### config.mk
export PLATFORM = sky130hd
export DESIGN_NAME = phy_aux_regbank
export DESIGN_NICKNAME = d
export VERILOG_FILES = /design/src/rtl/phy_aux_pkg.sv /design/src/rtl/phy_aux_rst_sync.sv /design/src/rtl/phy_aux_evt_counter.sv /design/src/rtl/phy_aux_cfg_regs.sv /design/src/rtl/phy_aux_regbank.sv
export SDC_FILE = /design/constraint.sdc
export NUM_CORES = 1
export LEC_CHECK = 0
export BUFFER_PORTS_ARGS = -buffer_cell sky130_fd_sc_hd__buf_2
export CAP_MARGIN = 10
export CORE_MARGIN = 4
export CORE_UTILIZATION = 54
export DETAILED_ROUTE_END_ITERATION = 8
export PLACE_DENSITY = 0.8
export SYNTH_ARGS = -nofsm -noshare
export SYNTH_HDL_FRONTEND = slang
export SYNTH_SLANG_ARGS = --single-unit
export TNS_END_PERCENT = 30
### constraint.sdc
create_clock -name clk -period 1.9 [get_ports clk]
set_input_delay 0.285 -clock clk [delete_from_list [all_inputs] [get_ports clk]]
set_output_delay 0.285 -clock clk [all_outputs]
set_load 0.02 [all_outputs]
### src/rtl/phy_aux_pkg.sv
package phy_aux_pkg;
  localparam int unsigned ADDR_W = 5;
  localparam int unsigned DATA_W = 16;
  localparam int unsigned IDX_W  = 4;
  localparam int unsigned RXE_W  = 16;
  localparam int unsigned DSC_W  = 8;

  typedef logic [ADDR_W-1:0] reg_addr_t;
  typedef logic [DATA_W-1:0] reg_data_t;
  typedef logic [IDX_W-1:0]  win_idx_t;

  localparam reg_addr_t ADR_MODE  = 5'h14;
  localparam reg_addr_t ADR_RXERR = 5'h16;
  localparam reg_addr_t ADR_DISC  = 5'h17;
  localparam reg_addr_t ADR_PWR   = 5'h1D;
  localparam reg_addr_t ADR_WDATA = 5'h1E;
  localparam reg_addr_t ADR_WIDX  = 5'h1F;

  localparam reg_data_t MODE_MASK = 16'h0C00;
  localparam reg_data_t PWR_MASK  = 16'h0E00;

  localparam int unsigned PWR_CUT_SEL = 11;
  localparam int unsigned PWR_AMP_EN  = 10;
  localparam int unsigned PWR_DRV_EN  = 9;
  localparam int unsigned MODE_QUAL_A = 11;
  localparam int unsigned MODE_QUAL_B = 10;

  localparam win_idx_t IDX_PWR = 4'd1;
  localparam win_idx_t IDX_AMP = 4'd4;
endpackage

### src/rtl/phy_aux_rst_sync.sv
module phy_aux_rst_sync #(
  parameter int unsigned STAGES = 2
) (
  input  logic clk,
  input  logic rst_n,
  output logic rst_n_sync_o
);
  logic [STAGES-1:0] sync_q;
  logic [STAGES-1:0] sync_d;

  always_comb begin
    sync_d = {sync_q[STAGES-2:0], 1'b1};
  end

  always_ff @(posedge clk or negedge rst_n) begin
    if (!rst_n) sync_q <= '0;
    else        sync_q <= sync_d;
  end

  assign rst_n_sync_o = sync_q[STAGES-1];
endmodule

### src/rtl/phy_aux_evt_counter.sv
module phy_aux_evt_counter #(
  parameter int unsigned WIDTH = 16
) (
  input  logic             clk,
  input  logic             rst_n,
  input  logic             evt_i,
  input  logic             clr_i,
  output logic [WIDTH-1:0] cnt_o
);
  localparam logic [WIDTH-1:0] CNT_MAX = '1;
  localparam logic [WIDTH-1:0] CNT_ONE = WIDTH'(1);

  logic [WIDTH-1:0] cnt_q;
  logic [WIDTH-1:0] cnt_d;
  logic             cnt_en;

  always_comb begin
    cnt_en = clr_i | (evt_i & (cnt_q != CNT_MAX));
    cnt_d  = cnt_q;
    if (clr_i) begin
      cnt_d = evt_i ? CNT_ONE : '0;
    end else if (evt_i && (cnt_q != CNT_MAX)) begin
      cnt_d = cnt_q + CNT_ONE;
    end
  end

  always_ff @(posedge clk or negedge rst_n) begin
    if (!rst_n)      cnt_q <= '0;
    else if (cnt_en) cnt_q <= cnt_d;
  end

  assign cnt_o = cnt_q;

  // an event below the ceiling adds exactly one
  a_r2_count_step: assert property (@(posedge clk) disable iff (!rst_n)
    (evt_i && !clr_i && cnt_q != CNT_MAX) |=> cnt_q == WIDTH'($past(cnt_q) + CNT_ONE));
  // the ceiling holds
  a_r3_no_overflow: assert property (@(posedge clk) disable iff (!rst_n)
    (cnt_q == CNT_MAX && !clr_i) |=> cnt_q == CNT_MAX);
  // clear on read, event not lost
  a_r4_clear_read: assert property (@(posedge clk) disable iff (!rst_n)
    clr_i |=> cnt_q == ($past(evt_i) ? CNT_ONE : '0));
  // quiet cycles leave the count alone
  a_r2_idle_hold: assert property (@(posedge clk) disable iff (!rst_n)
    (!evt_i && !clr_i) |=> $stable(cnt_q));
endmodule

### src/rtl/phy_aux_cfg_regs.sv
module phy_aux_cfg_regs
  import phy_aux_pkg::*;
(
  input  logic      clk,
  input  logic      rst_n,
  input  logic      wr_i,
  input  reg_addr_t addr_i,
  input  reg_data_t wdata_i,
  output reg_data_t mode_o,
  output reg_data_t pwr_o,
  output win_idx_t  idx_o,
  output reg_data_t amp_o,
  output reg_data_t win_rdata_o
);
  reg_data_t mode_q, mode_d;
  reg_data_t pwr_q,  pwr_d;
  win_idx_t  idx_q,  idx_d;
  reg_data_t amp_q,  amp_d;
  logic      mode_en, pwr_en, idx_en, amp_en;
  logic      win_wr;

  always_comb begin
    win_wr  = wr_i && (addr_i == ADR_WDATA);
    mode_en = wr_i && (addr_i == ADR_MODE);
    idx_en  = wr_i && (addr_i == ADR_WIDX);
    pwr_en  = (wr_i && (addr_i == ADR_PWR)) || (win_wr && (idx_q == IDX_PWR));
    amp_en  = win_wr && (idx_q == IDX_AMP);
    mode_d  = wdata_i & MODE_MASK;
    pwr_d   = wdata_i & PWR_MASK;
    idx_d   = wdata_i[IDX_W-1:0];
    amp_d   = wdata_i;
  end

  always_ff @(posedge clk or negedge rst_n) begin
    if (!rst_n) begin
      mode_q <= '0;
      pwr_q  <= '0;
      idx_q  <= '0;
      amp_q  <= '0;
    end else begin
      if (mode_en) mode_q <= mode_d;
      if (pwr_en)  pwr_q  <= pwr_d;
      if (idx_en)  idx_q  <= idx_d;
      if (amp_en)  amp_q  <= amp_d;
    end
  end

  always_comb begin
    unique case (idx_q)
      IDX_PWR: win_rdata_o = pwr_q;
      IDX_AMP: win_rdata_o = amp_q;
      default: win_rdata_o = '0;
    endcase
  end

  assign mode_o = mode_q;
  assign pwr_o  = pwr_q;
  assign idx_o  = idx_q;
  assign amp_o  = amp_q;

  // window write at index 1 lands in the direct register
  a_r9_alias_write: assert property (@(posedge clk) disable iff (!rst_n)
    (wr_i && addr_i == ADR_WDATA && idx_q == IDX_PWR) |=> pwr_q == ($past(wdata_i) & PWR_MASK));
  // writes through reserved indices touch nothing
  a_r11_discard: assert property (@(posedge clk) disable iff (!rst_n)
    (wr_i && addr_i == ADR_WDATA && idx_q != IDX_PWR && idx_q != IDX_AMP)
      |=> ($stable(pwr_q) && $stable(amp_q) && $stable(mode_q) && $stable(idx_q)));
  // reserved bits stay clear
  a_r5_reserved_zero: assert property (@(posedge clk) disable iff (!rst_n)
    ((pwr_q & ~PWR_MASK) == '0) && ((mode_q & ~MODE_MASK) == '0));
  // amplitude register follows window writes at index 4
  a_r10_amp_write: assert property (@(posedge clk) disable iff (!rst_n)
    (wr_i && addr_i == ADR_WDATA && idx_q == IDX_AMP) |=> amp_q == $past(wdata_i));
endmodule

### src/rtl/phy_aux_regbank.sv
module phy_aux_regbank
  import phy_aux_pkg::*;
(
  input  logic        clk,
  input  logic        rst_n,
  input  logic        reg_wr_i,
  input  logic        reg_rd_i,
  input  logic [4:0]  reg_addr_i,
  input  logic [15:0] reg_wdata_i,
  output logic [15:0] reg_rdata_o,
  input  logic        rx_err_pulse_i,
  input  logic        link_drop_pulse_i,
  output logic        preamble_cut_en_o,
  output logic        preamble_cut12_o,
  output logic        preamble_cut22_o,
  output logic        amp_save_en_o,
  output logic        drv_save_en_o,
  output logic [15:0] tx_amp_level_o
);
  logic             rst_n_int;
  logic             rxe_clr, dsc_clr;
  logic [RXE_W-1:0] rxe_cnt;
  logic [DSC_W-1:0] dsc_cnt;
  reg_data_t        mode_r, pwr_r, amp_r, win_rd;
  win_idx_t         idx_r;
  logic             addr_mapped;

  phy_aux_rst_sync #(.STAGES(2)) u_rst (
    .clk          (clk),
    .rst_n        (rst_n),
    .rst_n_sync_o (rst_n_int)
  );

  assign rxe_clr = reg_rd_i && (reg_addr_i == ADR_RXERR);
  assign dsc_clr = reg_rd_i && (reg_addr_i == ADR_DISC);

  phy_aux_evt_counter #(.WIDTH(RXE_W)) u_rxe_cnt (
    .clk   (clk),
    .rst_n (rst_n_int),
    .evt_i (rx_err_pulse_i),
    .clr_i (rxe_clr),
    .cnt_o (rxe_cnt)
  );

  phy_aux_evt_counter #(.WIDTH(DSC_W)) u_dsc_cnt (
    .clk   (clk),
    .rst_n (rst_n_int),
    .evt_i (link_drop_pulse_i),
    .clr_i (dsc_clr),
    .cnt_o (dsc_cnt)
  );

  phy_aux_cfg_regs u_cfg (
    .clk         (clk),
    .rst_n       (rst_n_int),
    .wr_i        (reg_wr_i),
    .addr_i      (reg_addr_i),
    .wdata_i     (reg_wdata_i),
    .mode_o      (mode_r),
    .pwr_o       (pwr_r),
    .idx_o       (idx_r),
    .amp_o       (amp_r),
    .win_rdata_o (win_rd)
  );

  always_comb begin
    addr_mapped = 1'b1;
    unique case (reg_addr_i)
      ADR_MODE:  reg_rdata_o = mode_r;
      ADR_RXERR: reg_rdata_o = DATA_W'(rxe_cnt);
      ADR_DISC:  reg_rdata_o = DATA_W'(dsc_cnt);
      ADR_PWR:   reg_rdata_o = pwr_r;
      ADR_WDATA: reg_rdata_o = win_rd;
      ADR_WIDX:  reg_rdata_o = DATA_W'(idx_r);
      default: begin
        reg_rdata_o = '0;
        addr_mapped = 1'b0;
      end
    endcase
  end

  always_comb begin
    preamble_cut_en_o = mode_r[MODE_QUAL_A] & mode_r[MODE_QUAL_B];
    preamble_cut12_o  = preamble_cut_en_o &  pwr_r[PWR_CUT_SEL];
    preamble_cut22_o  = preamble_cut_en_o & ~pwr_r[PWR_CUT_SEL];
    amp_save_en_o     = pwr_r[PWR_AMP_EN];
    drv_save_en_o     = pwr_r[PWR_DRV_EN];
    tx_amp_level_o    = amp_r;
  end

  // unmapped reads return zero
  a_r12_unmapped_zero: assert property (@(posedge clk) disable iff (!rst_n_int)
    !addr_mapped |-> reg_rdata_o == '0);
  // the two length selects are exclusive and need qualification
  a_r7_cut_exclusive: assert property (@(posedge clk) disable iff (!rst_n_int)
    $onehot0({preamble_cut12_o, preamble_cut22_o}) &&
    ((preamble_cut12_o || preamble_cut22_o) == preamble_cut_en_o));
  // disconnect readback upper byte is zero
  a_r3_upper_zero: assert property (@(posedge clk) disable iff (!rst_n_int)
    (reg_addr_i == ADR_DISC) |-> reg_rdata_o[15:8] == 8'h00);
endmodule

# After elaboration in Yosys (flattened, before gate mapping)
# Index checks and enable logic that the tools add are counted.
# W data, S select, Z words.
[classes]
add_sub_neg = 2
n_mul = 0
n_div = 0
magnitude_cmp = 0
n_eq_ne = 10
shift = 0
mux = 8
n_bitwise = 8
reduce_logical = 15
[ops]
columns = ["op", "n"]
rows = [
  ["$pmux W16 S6", 1],
  ["$mux W16", 2],
  ["$pmux W16 S2", 1],
  ["$eq A5 B5 Y1 const B", 6],
  ["$add A16 B1 Y16 const B", 1],
  ["$mux W8", 2],
  ["$ne A16 B16 Y1 const B", 1],
  ["$logic_and A1 B1 Y1", 10],
  ["$add A8 B1 Y8 const B", 1],
  ["$ne A8 B8 Y1 const B", 1],
  ["$and A1 B1 Y1", 5],
  ["$eq A4 B1 Y1 const B", 1],
  ["$eq A4 B3 Y1 const B", 1],
  ["$reduce_and A2 Y1", 2],
  ["$reduce_bool A2 Y1", 2],
  ["$mux W1", 2],
  ["$or A1 B1 Y1", 2],
  ["$logic_or A1 B1 Y1", 1],
  ["$not A1 Y1", 1],
]
[word_totals]
register_bits = 51
latchBits = 0
ramBits = 0
rom_bits = 0
inputBits = 27
output_inout_bits = 37
word_cells = 50
memories = 0

# Depth between registers and ports, before layout
# Gate-level depths: netlist of the first run.
[logic_depth]
depth_word = 4
ltp_mapped = 6
ltp_nobuf = 5

# Hierarchy
# A second synthesis of the first run with hierarchy kept.
[hier_totals]
hier_cells = 356
hier_area_um2 = 3564.7
[by_module_without_submodules]
columns = ["module", "n_inst", "cells_each", "area_per_inst_um2", "seq_area_each_um2"]
rows = [
  ["phy_aux_cfg_regs", 1, 119, 1396.3, 625.6],
  ["phy_aux_evt_counter at u_rxe_cnt", 1, 96, 932.1, 400.4],
  ["phy_aux_regbank", 1, 89, 698.2, 0.0],
  ["phy_aux_evt_counter at u_dsc_cnt", 1, 49, 484.2, 200.2],
  ["phy_aux_rst_sync", 1, 3, 53.8, 50.0],
]

# Least setup slack after synthesis of the first run
# Ideal clock, no wire load.
[synth_path]
path_type = "reg-to-output"
from = "register u_cfg.idx_q[1], in the netlist u_cfg.idx_o[1]"
to = "output port reg_rdata_o[5]"
arrival_ns = 1.577
required_time_ns = 1.615
setup_slack_ns = 0.038
stages_incl_launch_ff = 7
path_buffers = 2
cell_sequence = "dfrtp_1 > nor4b_1 > nor4bb_1 > buf_2 > buf_1 > a222oi_1 > inv_1"
[synth_via]
elab_chain_cells = 3
elab_cells_between_ends = 4
classes_between = "2 x eq/ne; 2 x mux"
[synth_lines]
columns = ["item", "line_no", "source"]
rows = [
  ["start: declaration", "phy_aux_cfg_regs.sv:17", "win_idx_t idx_q, idx_d;"],
  ["start signal: assignment", "phy_aux_cfg_regs.sv:43", "if (idx_en) idx_q <= idx_d;"],
  ["$eq A4 B3 Y1 / $eq A4 B1 Y1 (equally long branches)", "phy_aux_cfg_regs.sv:49", "unique case (idx_q)"],
  ["$pmux W16 S2 *", "phy_aux_cfg_regs.sv:49", ""],
  ["$pmux W16 S6 *", "phy_aux_regbank.sv:68", "unique case (reg_addr_i)"],
  ["end: declaration", "phy_aux_regbank.sv:10", "output logic [15:0] reg_rdata_o,"],
]
# Every way passes the cells marked *; elsewhere a longest branch is shown, timed or not.

# Worst setup path in the final report of the first run
[layout_path]
from = "register u_cfg.idx_q[1], in the netlist u_cfg.idx_o[1]"
to = "output port reg_rdata_o[9]"
# Same word-level chain as after synthesis.

==> results_dict.tcl, run 1 <==
set metrics [dict create \
    cp_num_buf_inv 2 \
    syn_area_um2 2710 \
    drive_gt1_frac 0.397 \
    dr.pass1.iters 8 \
    grt_pass1_vias 2490 \
    ios 64 \
    whs_path_depth 2 \
    finalSetupViolations 27 \
    clk_latency_ns 0.30 \
    diodes 0 \
    vdd_ir_drop_max_mv 0.516 \
    critical_path_class "flip-flop to primary output" \
    grt_max_degree 30 \
    clock.fmax_mhz 462 \
    clockBufferDepth 2 \
    worst_slack_ns -0.264 \
    cts_made_buffers 5 \
    grt_pass1_wl_um 12000 \
    grtUsageTotal 0.245 \
    drc 0 \
    finalPower_mw 2.73 \
    path_depth 6 \
    hold_viol_final 0 \
    path_cells "nor4b_2 > nor4bb_4 > buf_6 > a22o_1 > a21o_1 > buf_6" \
    ys.flop_type "dfrtp_1" \
    setup_tns_ns -3.21 \
    violations "setup timing" \
    power_density_nw_per_um2 785 \
    status "complete, but fails checks" \
    cts_sinks 51 \
    cp_slowest_cell "dfrtp_1" \
    core_um2 4790 \
    avgSynthCellArea_um2 10.4 \
    avgViaCountPerCell 6.12 \
    path_common_cell "buf_6" \
    worstHoldPathType "input port to flip-flop" \
    slew_headroom 0.666 \
    yosysTopAreaCellShare 0.471 \
    synth_cells 261 \
    ys_types 53 \
    vias 2510 \
    rsz0062_at_grt "true" \
    tightest_slew_ns 0.502 \
    row_count 25 \
    wl_per_cell_um 17.9 \
    antenna_found_initial 0 \
    dpl_cell_area_um2 3220 \
    cp.arrival_ns 1.88 \
    die_h_um 78.8 \
    stdcell_count 410 \
    async_reset_ff_frac 1.00 \
    synth-edff-count 0 \
    synth-seq-cells 51 \
    syn_to_final_growth_pct 28.5 \
    cp-start-kind "flip-flop" \
    critical-path-top-delay-family "simple AND/OR/NAND/NOR gates" \
    htreeDepth 2 \
    clkSlewWorstSetupHoldPaths_ns 0.09 \
    n_fill_cell 341 \
    cpPeakStageDelay_ns 0.40 \
    ys_seq_area_frac 0.471 \
    yosysWarnings 0 \
    fin_crit_ns 2.16 \
    gp_congestion 0.926 \
    dpl.hpwl_um 5170 \
    synthTopCellsByCount "51 x dfrtp_1, 25 x mux2_2, 21 x nand2_1" \
    synth_fp_nets 290 \
    cp.required_ns 1.62 \
    ant_nets 0 \
    fin_skew_ns 0.00808 \
    dr.first_iter.drc_count 232 \
    die_x_um 78.8 \
    cts_root_buf "clkbuf_8" \
    start_util 0.566 \
    final_core_utilization 0.727 \
    design_area_um2 3480 \
    maxCapViolCount 0 \
    cts_tree "built" \
    final_max_slew_viol_count 0 \
    synth.area.top_cells "dfrtp_1 47%, mux2_2 10%, a222oi_1 3.0%" \
    post-route-period-util 1.14 \
    crit_path_end_kind "primary output" \
    path_max_fanout 5 \
    io_buffers 63 \
    reg2regPathDepth 6 \
    yosys.cell_count.top_type "dfrtp_1" \
    p_leak_nw 1.71 \
    wl_um 7350 \
    nets 371 \
    dp_cells 398 \
    die-area_um2 6210 \
    grt_overflow 0 \
    yosysTopAreaCell "dfrtp_1" \
]
-- worst paths after layout --
path,startpoint,to,slack (ns)
worst min-delay path,reg_wdata_i[6],u_cfg.amp_o[6],0.21
worst min register to register,u_rst.sync_q[1],u_cfg.amp_o[9],0.24
max in group asynchronous,u_rst.sync_q[1],u_rxe_cnt.cnt_o[1],1.12
min in group asynchronous,u_rst.sync_q[1],u_cfg.amp_o[9],0.24
worst max register to register,u_cfg.idx_o[1],u_cfg.amp_o[1],-0.05
worst max-delay path,u_cfg.idx_o[1],reg_rdata_o[9],-0.26
-- cell usage in the layout (no fill, tap or decap), drive strengths merged, types with 3 or more instances in the layout --
cell	count
nor2b	3
o31ai	5
or4	5
inv	8
clkbuf	7
a222oi	8
or3	6
o211ai	3
a31oi	3
nand4	5
nand2	22
a22o	8
dfrtp	51
nor3	8
nand3	11
buf	87
and3	7
o21ai	7
nor4	3
mux2	25
nor2	13
and4	5
a21oi	10
-- kinds of logic (layout without fill, tap and decap cells) --
family / Yosys count / in the layout / synth area share
XOR/XNOR: 3 / 3 / 0.00970
multiplexers: 27 / 27 / 0.111
AND/OR/NAND/NOR: 100 / 100 / 0.208
buffers and inverters: 22 / 104 / 0.0379
flip-flops: 51 / 51 / 0.471
AO/OA/AOI/OAI: 55 / 55 / 0.151
adder cells (fa/ha/maj): 2 / 2 / 0.00924
other: 1 / 1 / 0.00138
-- flip-flops by register name (all words and copies together), names as in the netlist --
signal and cells:
u_cfg.amp_o 16, u_rxe_cnt.cnt_o 16, u_dsc_cnt.cnt_o 8, u_cfg.idx_o 4, u_cfg.pwr_o 3, u_cfg.mode_o 2
u_rst.sync_q 2
-- worst reg2reg max path: stages (launching register included) --
cell      delay (ns)
dfrtp_1         0.40
nor4b_2         0.25
nor4bb_4        0.37
buf_2           0.23
buf_4           0.14
nand2_8         0.11
mux2_2          0.33
-- per-layer routing --
layer / wire length [um] / GRT usage / up-vias / share of wire
met3: 393 / 0.0317 / 21 / 0.053
met1: 2950 / 0.308 / 1220 / 0.40
li1: - / - / 1155 / -
met4: 229 / 0.0979 / 0 / 0.031
met2: 3780 / 0.426 / 114 / 0.51
met5: 0 / 0 / - / 0
-- final cells by class --
| class | count | area (um2) | share of cell area |
|---|---|---|---|
| Multi-Input combinational cell | 188 | 1380 | 0.397 |
| Clock inverter | 1 | 5.00 | 0.00144 |
| Clock buffer | 7 | 86.3 | 0.0248 |
| Timing Repair Buffer | 88 | 616 | 0.177 |
| Sequential cell | 51 | 1280 | 0.367 |
| Tap cell | 67 | 83.8 | 0.0241 |
| Inverter | 8 | 30.0 | 0.00863 |
-- power breakdown --
group	internal, mW	switching, mW
clock network	0.295	0.346
logic	0.307	0.335
registers	1.26	0.192
total	1.86	0.873
-- stage by stage --
step           setup WS (ns)  hold slack (ns)
2_1_floorplan         0.0384          -0.0106
3_3_place_gp         -0.0350           0.0699
3_5_place_dp          -0.121           0.0740
4_1_cts               -0.221            0.210
5_1_grt               -0.357            0.204
6_report              -0.264            0.212
-- what timing repair did --
item,CTS,global route
setup endpoints to repair,32,34
gates cloned,1,0
endpoints found under the hold margin,2,0
hold buffers,1,0
setup buffers,1,1
pin swaps,7,1
resized for setup,35,7
Note: power is estimated with default switching activity, not from simulation.
==> run 2, diff against run 1 <==
Settings changed: CELL_PAD_IN_SITES_DETAIL_PLACEMENT from default to 1, CELL_PAD_IN_SITES_GLOBAL_PLACEMENT from default to 2, CORE_UTILIZATION 54 to 33, CTS_CLUSTER_SIZE from default to 14, PLACE_DENSITY 0.8 to default, PLACE_DENSITY_LB_ADDON from default to 0.1.
==> results_dict.tcl, run 2 (synthesis results as in run 1) <==
set metrics [dict create \
    status "complete, but fails checks" \
    violations "setup timing" \
    path_cells "nor4b_2 > nor4bb_4 > buf_6 > a22o_1 > a21o_1 > buf_6" \
    cpPeakStageDelay_ns 0.42 \
    clk_latency_ns 0.31 \
    ant_nets 0 \
    grtUsageTotal 0.177 \
    setup_tns_ns -2.19 \
    design_area_um2 3620 \
    critical-path-top-delay-family "simple AND/OR/NAND/NOR gates" \
    syn_to_final_growth_pct 33.5 \
    clkSlewWorstSetupHoldPaths_ns 0.10 \
    clockBufferDepth 2 \
    path_max_fanout 9 \
    whs_ns 0.200 \
    antenna_found_initial 0 \
    cp_num_buf_inv 2 \
    power_density_nw_per_um2 806 \
    critical_path_class "flip-flop to primary output" \
    comb_power_share 0.227 \
    dr.first_iter.drc_count 125 \
    stdcell_count 452 \
    die_h_um 98.6 \
    clock.fmax_mhz 477 \
    die-area_um2 9720 \
    final_common_cell "dfrtp_1" \
    wl_um 8340 \
    io_buffers 63 \
    layout_common_cells "50 x dfrtp_1, 47 x buf_2, 26 x buf_4" \
    drc 0 \
    finalSetupViolations 16 \
    gp_congestion 0.842 \
    post-route-period-util 1.10 \
    nets 378 \
    path_common_cell "buf_6" \
    post-place-ws_ns -0.0358 \
    power.internal_mw 2.00 \
    cp-start-kind "flip-flop" \
    diodes 0 \
    fin_skew_ns 0.0127 \
    dr.pass1.iters 4 \
    vdd_ir_drop_max_mv 0.286 \
    crit_path_end_kind "primary output" \
    cp.arrival_ns 1.81 \
    htreeDepth 2 \
    regArea_um2 1280 \
    multiInputGateArea_um2 1370 \
    n_fill_cell 926 \
    p_leak_nw 1.77 \
    grt_max_degree 28 \
    avgViaCountPerCell 5.37 \
    dp_cells 442 \
    rsz0062_at_grt "true" \
    cts_tree "built" \
    row_count 32 \
    grt_pass1_wl_um 13900 \
    hold_viol_final 0 \
    die_x_um 98.6 \
    clkPwrFrac 0.276 \
    slew_headroom 0.616 \
    grt_overflow 0 \
    fin_crit_ns 2.10 \
    final_max_slew_viol_count 0 \
    p_sw_mw 0.912 \
    vias 2425 \
    grt_pass1_vias 2660 \
    worst_slack_ns -0.196 \
    tightest_slew_ns 0.576 \
    ios 64 \
    drive_gt1_frac 0.406 \
    cp.required_ns 1.62 \
    cts_root_buf "clkbuf_8" \
    worstHoldPathType "input port to flip-flop" \
    dpl.hpwl_um 6340 \
    core_um2 7850 \
    dpl_cell_area_um2 3350 \
    switching_share 0.313 \
    cp_slowest_cell "dfrtp_1" \
    maxCapViolCount 0 \
    cts_sinks 51 \
    start_util 0.345 \
    wl_per_cell_um 18.4 \
    cts_made_buffers 5 \
    seqPwrFrac 0.497 \
]
-- run 2: cell type report --
type                    count  share of cell area
clock buffers               6              0.0228
clock inverters             2             0.00969
inverters                   8             0.00830
multi-input cells         188               0.379
flip-flops and latches     51               0.353
well taps                 102              0.0353
repair buffers             95               0.192
-- run 2: worst paths after layout --
check,cells past startpoint,endpoint,slack (ns),from
setup / recovery,6,reg_rdata_o[9],-0.20,u_cfg.idx_o[1]
hold / removal,2,u_cfg.amp_o[4],0.20,reg_wdata_i[4]
setup reg to reg,7,u_cfg.amp_o[14],0.03,u_cfg.idx_o[1]
hold reg to reg,0,u_rxe_cnt.cnt_o[8],0.27,u_rst.sync_q[1]
max in group asynchronous,1,u_cfg.pwr_o[10],1.07,u_rst.sync_q[1]
min in group asynchronous,0,u_rxe_cnt.cnt_o[8],0.27,u_rst.sync_q[1]
-- run 2: worst register-to-register path: stages, from the launching register on --
cell and delay (ns):
dfrtp_1 0.42, nor4b_2 0.26, nor4bb_4 0.29, buf_6 0.18, buf_4 0.12, nand2_4 0.06, buf_12 0.15, mux2_2 0.28
-- run 2: repair_timing --
item                                   4_1_cts  5_1_grt
setup buffers                                1        0
endpoints found under the hold margin        2        0
hold buffers                                 1        0
gates resized for setup                     35        7
setup endpoints to repair                   16       34
pin swaps                                    5        2
-- run 2: layer usage --
layer | vias to the layer above | global-route usage | wire [um]
met5 | - | 0 | 0
met4 | 0 | 0.0347 | 51
met3 | 4 | 0.0333 | 301
met2 | 45 | 0.295 | 4080
met1 | 1204 | 0.242 | 3910
li1 | 1172 | - | -
-- run 2: power groups by stage --
| stage | combinational, mW | clock (mW) | sequential, mW |
|---|---|---|---|
| floorplan | 0.299 | 0 | 1.47 |
| global placement | 0.627 | 0 | 1.46 |
| detailed placement | 0.644 | 0 | 1.47 |
| CTS | 0.663 | 0.834 | 1.45 |
| global route | 0.735 | 0.876 | 1.47 |
| finish | 0.661 | 0.804 | 1.45 |
-- run 2: per-stage QoR --
stage / power [mW] / util
after floorplan: 1.77 / -
after global placement: 2.09 / 0.426
after detailed placement: 2.11 / 0.426
after CTS: 2.95 / 0.458
after global routing: 3.08 / 0.461
final: 2.91 / 0.461
==> run 3, diff against run 2 <==
==> constraint.sdc (replaced) <==
create_clock -name clk -period 1.9 [get_ports clk]
set_input_delay 0.285 -clock clk [delete_from_list [all_inputs] [get_ports clk]]
set_output_delay 0.285 -clock clk [all_outputs]
set_load 0.005 [all_outputs]
==> results_dict.tcl, run 3 (synthesis results as in run 1) <==
set metrics [dict create \
    critical_path_class "flip-flop to primary output" \
    finalPower_mw 2.73 \
    grtUsageTotal 0.171 \
    syn_to_final_growth_pct 29.8 \
    worstHoldPathType "flip-flop to asynchronous set/reset pin" \
    clkPwrFrac 0.254 \
    comb_power_share 0.222 \
    seqPwrFrac 0.524 \
    wl_um 8090 \
    grt_busiest_layer "met2" \
    antenna_found_initial 0 \
    fin_crit_ns 2.07 \
    drive_gt1_frac 0.401 \
    layout_common_cells "63 x buf_2, 50 x dfrtp_1, 25 x mux2_2" \
    clockBufferDepth 2 \
    ios 64 \
    cp.required_ns 1.62 \
    p_leak_nw 1.77 \
    nets 377 \
    final_common_cell "buf_2" \
    use_met1 0.226 \
    row_count 32 \
    htreeDepth 2 \
    io_buffers 63 \
    switching_share 0.306 \
    drc 0 \
    grt_max_degree 45 \
    p_sw_mw 0.836 \
    cp-start-kind "flip-flop" \
    ant_nets 0 \
    die_h_um 98.6 \
    cp_num_buf_inv 3 \
    rsz0062_at_grt "true" \
    cp.arrival_ns 1.78 \
    maxCapViolCount 0 \
    critical-path-top-delay-family "simple AND/OR/NAND/NOR gates" \
    n_fill_cell 927 \
    clkSlewWorstSetupHoldPaths_ns 0.09 \
    power_density_nw_per_um2 777 \
    die_x_um 98.6 \
    clock.fmax_mhz 484 \
    status "complete, but fails checks" \
    start_util 0.345 \
    cts_tree "built" \
    diodes 0 \
    cp_slowest_cell "dfrtp_1" \
    vdd_ir_drop_max_mv 0.318 \
    use_met3 0.0318 \
    vias 2466 \
    stdcell_count 451 \
    cts_sinks 51 \
    dpl.hpwl_um 6180 \
    path_max_fanout 5 \
    final_max_slew_viol_count 0 \
    hold_viol_final 0 \
    r2r_setup_slack_ns 0.05 \
    fin_skew_ns 0.00700 \
    grt_overflow 0 \
    wl_per_cell_um 17.9 \
    cpPeakStageDelay_ns 0.41 \
    grt_pass1_vias 2634 \
    cts_made_buffers 5 \
    gp_congestion 0.786 \
    finalSetupViolations 16 \
    dr.first_iter.drc_count 95 \
    use_met2 0.293 \
    worst_slack_ns -0.168 \
    clk_latency_ns 0.31 \
    crit-reg2reg-launch "u_cfg.idx_o[1]" \
    post-route-period-util 1.09 \
    grt_pass1_wl_um 13400 \
    path_common_cell "nand2_1" \
    crit_path_end_kind "primary output" \
    dp_cells 440 \
    reg2regPathDepth 7 \
    power.internal_mw 1.90 \
    core_um2 7850 \
    violations "setup timing" \
    path_cells "nor4b_2 > nor4bb_4 > buf_6 > buf_12 > nand2_1 > nand2_1 > buf_2" \
    r2r-end "u_cfg.amp_o[9]" \
    cts_root_buf "clkbuf_8" \
    dr.pass1.iters 4 \
    die-area_um2 9720 \
    avgViaCountPerCell 5.47 \
]
==> run 3: changes by cell type in the layout (fill, tap and decap cells not counted) <==
cell,before,now
clkbuf_1,0,1
buf_6,19,2
bufinv_16,1,0
nand2_2,4,3
clkbuf_8,6,7
nand2_4,1,2
buf_12,2,4
buf_2,47,63
clkinv_2,1,0
buf_4,26,24
==> run 3: power by group through the flow <==
stage / combinational, mW / clock [mW] / sequential (mW)
2_1_floorplan: 0.286 / 0 / 1.44
3_3_place_gp: 0.591 / 0 / 1.45
3_5_place_dp: 0.606 / 0 / 1.45
4_1_cts: 0.611 / 0.721 / 1.43
5_1_grt: 0.681 / 0.759 / 1.46
6_report: 0.605 / 0.694 / 1.43
==> run 3: layout make-up <==
class,count,area (um2),share of cell area
Sequential cell,51,1280,0.363
Timing Repair Buffer,94,608,0.173
Tap cell,102,128,0.0363
Multi-Input combinational cell,188,1370,0.391
Clock buffer,8,100,0.0285
Inverter,8,30.0,0.00854
==> run 3: per-stage QoR <==
step / util / setup slack [ns] / instance area, um2 / hold WS (ns) / TNS, ns
CTS: 0.443 / -0.165 / 3470 / 0.0999 / -1.55
floorplan: - / 0.125 / 2710 / -0.0106 / 0
global route: 0.448 / -0.357 / 3520 / 0.111 / -5.68
global placement: 0.426 / 0.0193 / 3340 / 0.0717 / 0
detailed placement: 0.426 / -0.0162 / 3340 / 0.0725 / -0.0340
finish: 0.448 / -0.168 / 3520 / 0.0947 / -1.78
==> run 3: worst max path at each step <==
stage	from	endpoint	slack, ns	cells after the start
after floorplan	u_cfg.idx_o[1]	reg_rdata_o[5]	0.12	6
after global placement	reg_addr_i[2]	reg_rdata_o[10]	0.02	6
after detailed placement	reg_addr_i[2]	reg_rdata_o[7]	-0.02	7
after CTS	u_cfg.idx_o[1]	reg_rdata_o[9]	-0.17	6
after global routing	u_cfg.idx_o[1]	reg_rdata_o[9]	-0.36	6
final	u_cfg.idx_o[1]	reg_rdata_o[0]	-0.17	7
==> run 3: routing by layer <==
layer | vias up | routed length [um]
li1 | 1173 | -
met1 | 1244 | 3760
met3 | 9 | 293
met4 | 0 | 85
met5 | - | 0
met2 | 40 | 3950
==> run 3: timing repair <==
action / 4_1_cts / 5_1_grt
pin swaps: 4 / 2
setup buffers: 1 / 1
gates resized for setup: 3 / 7
hold endpoints to repair: 2 / 0
hold buffers: 1 / 0
setup endpoints to repair: 16 / 35
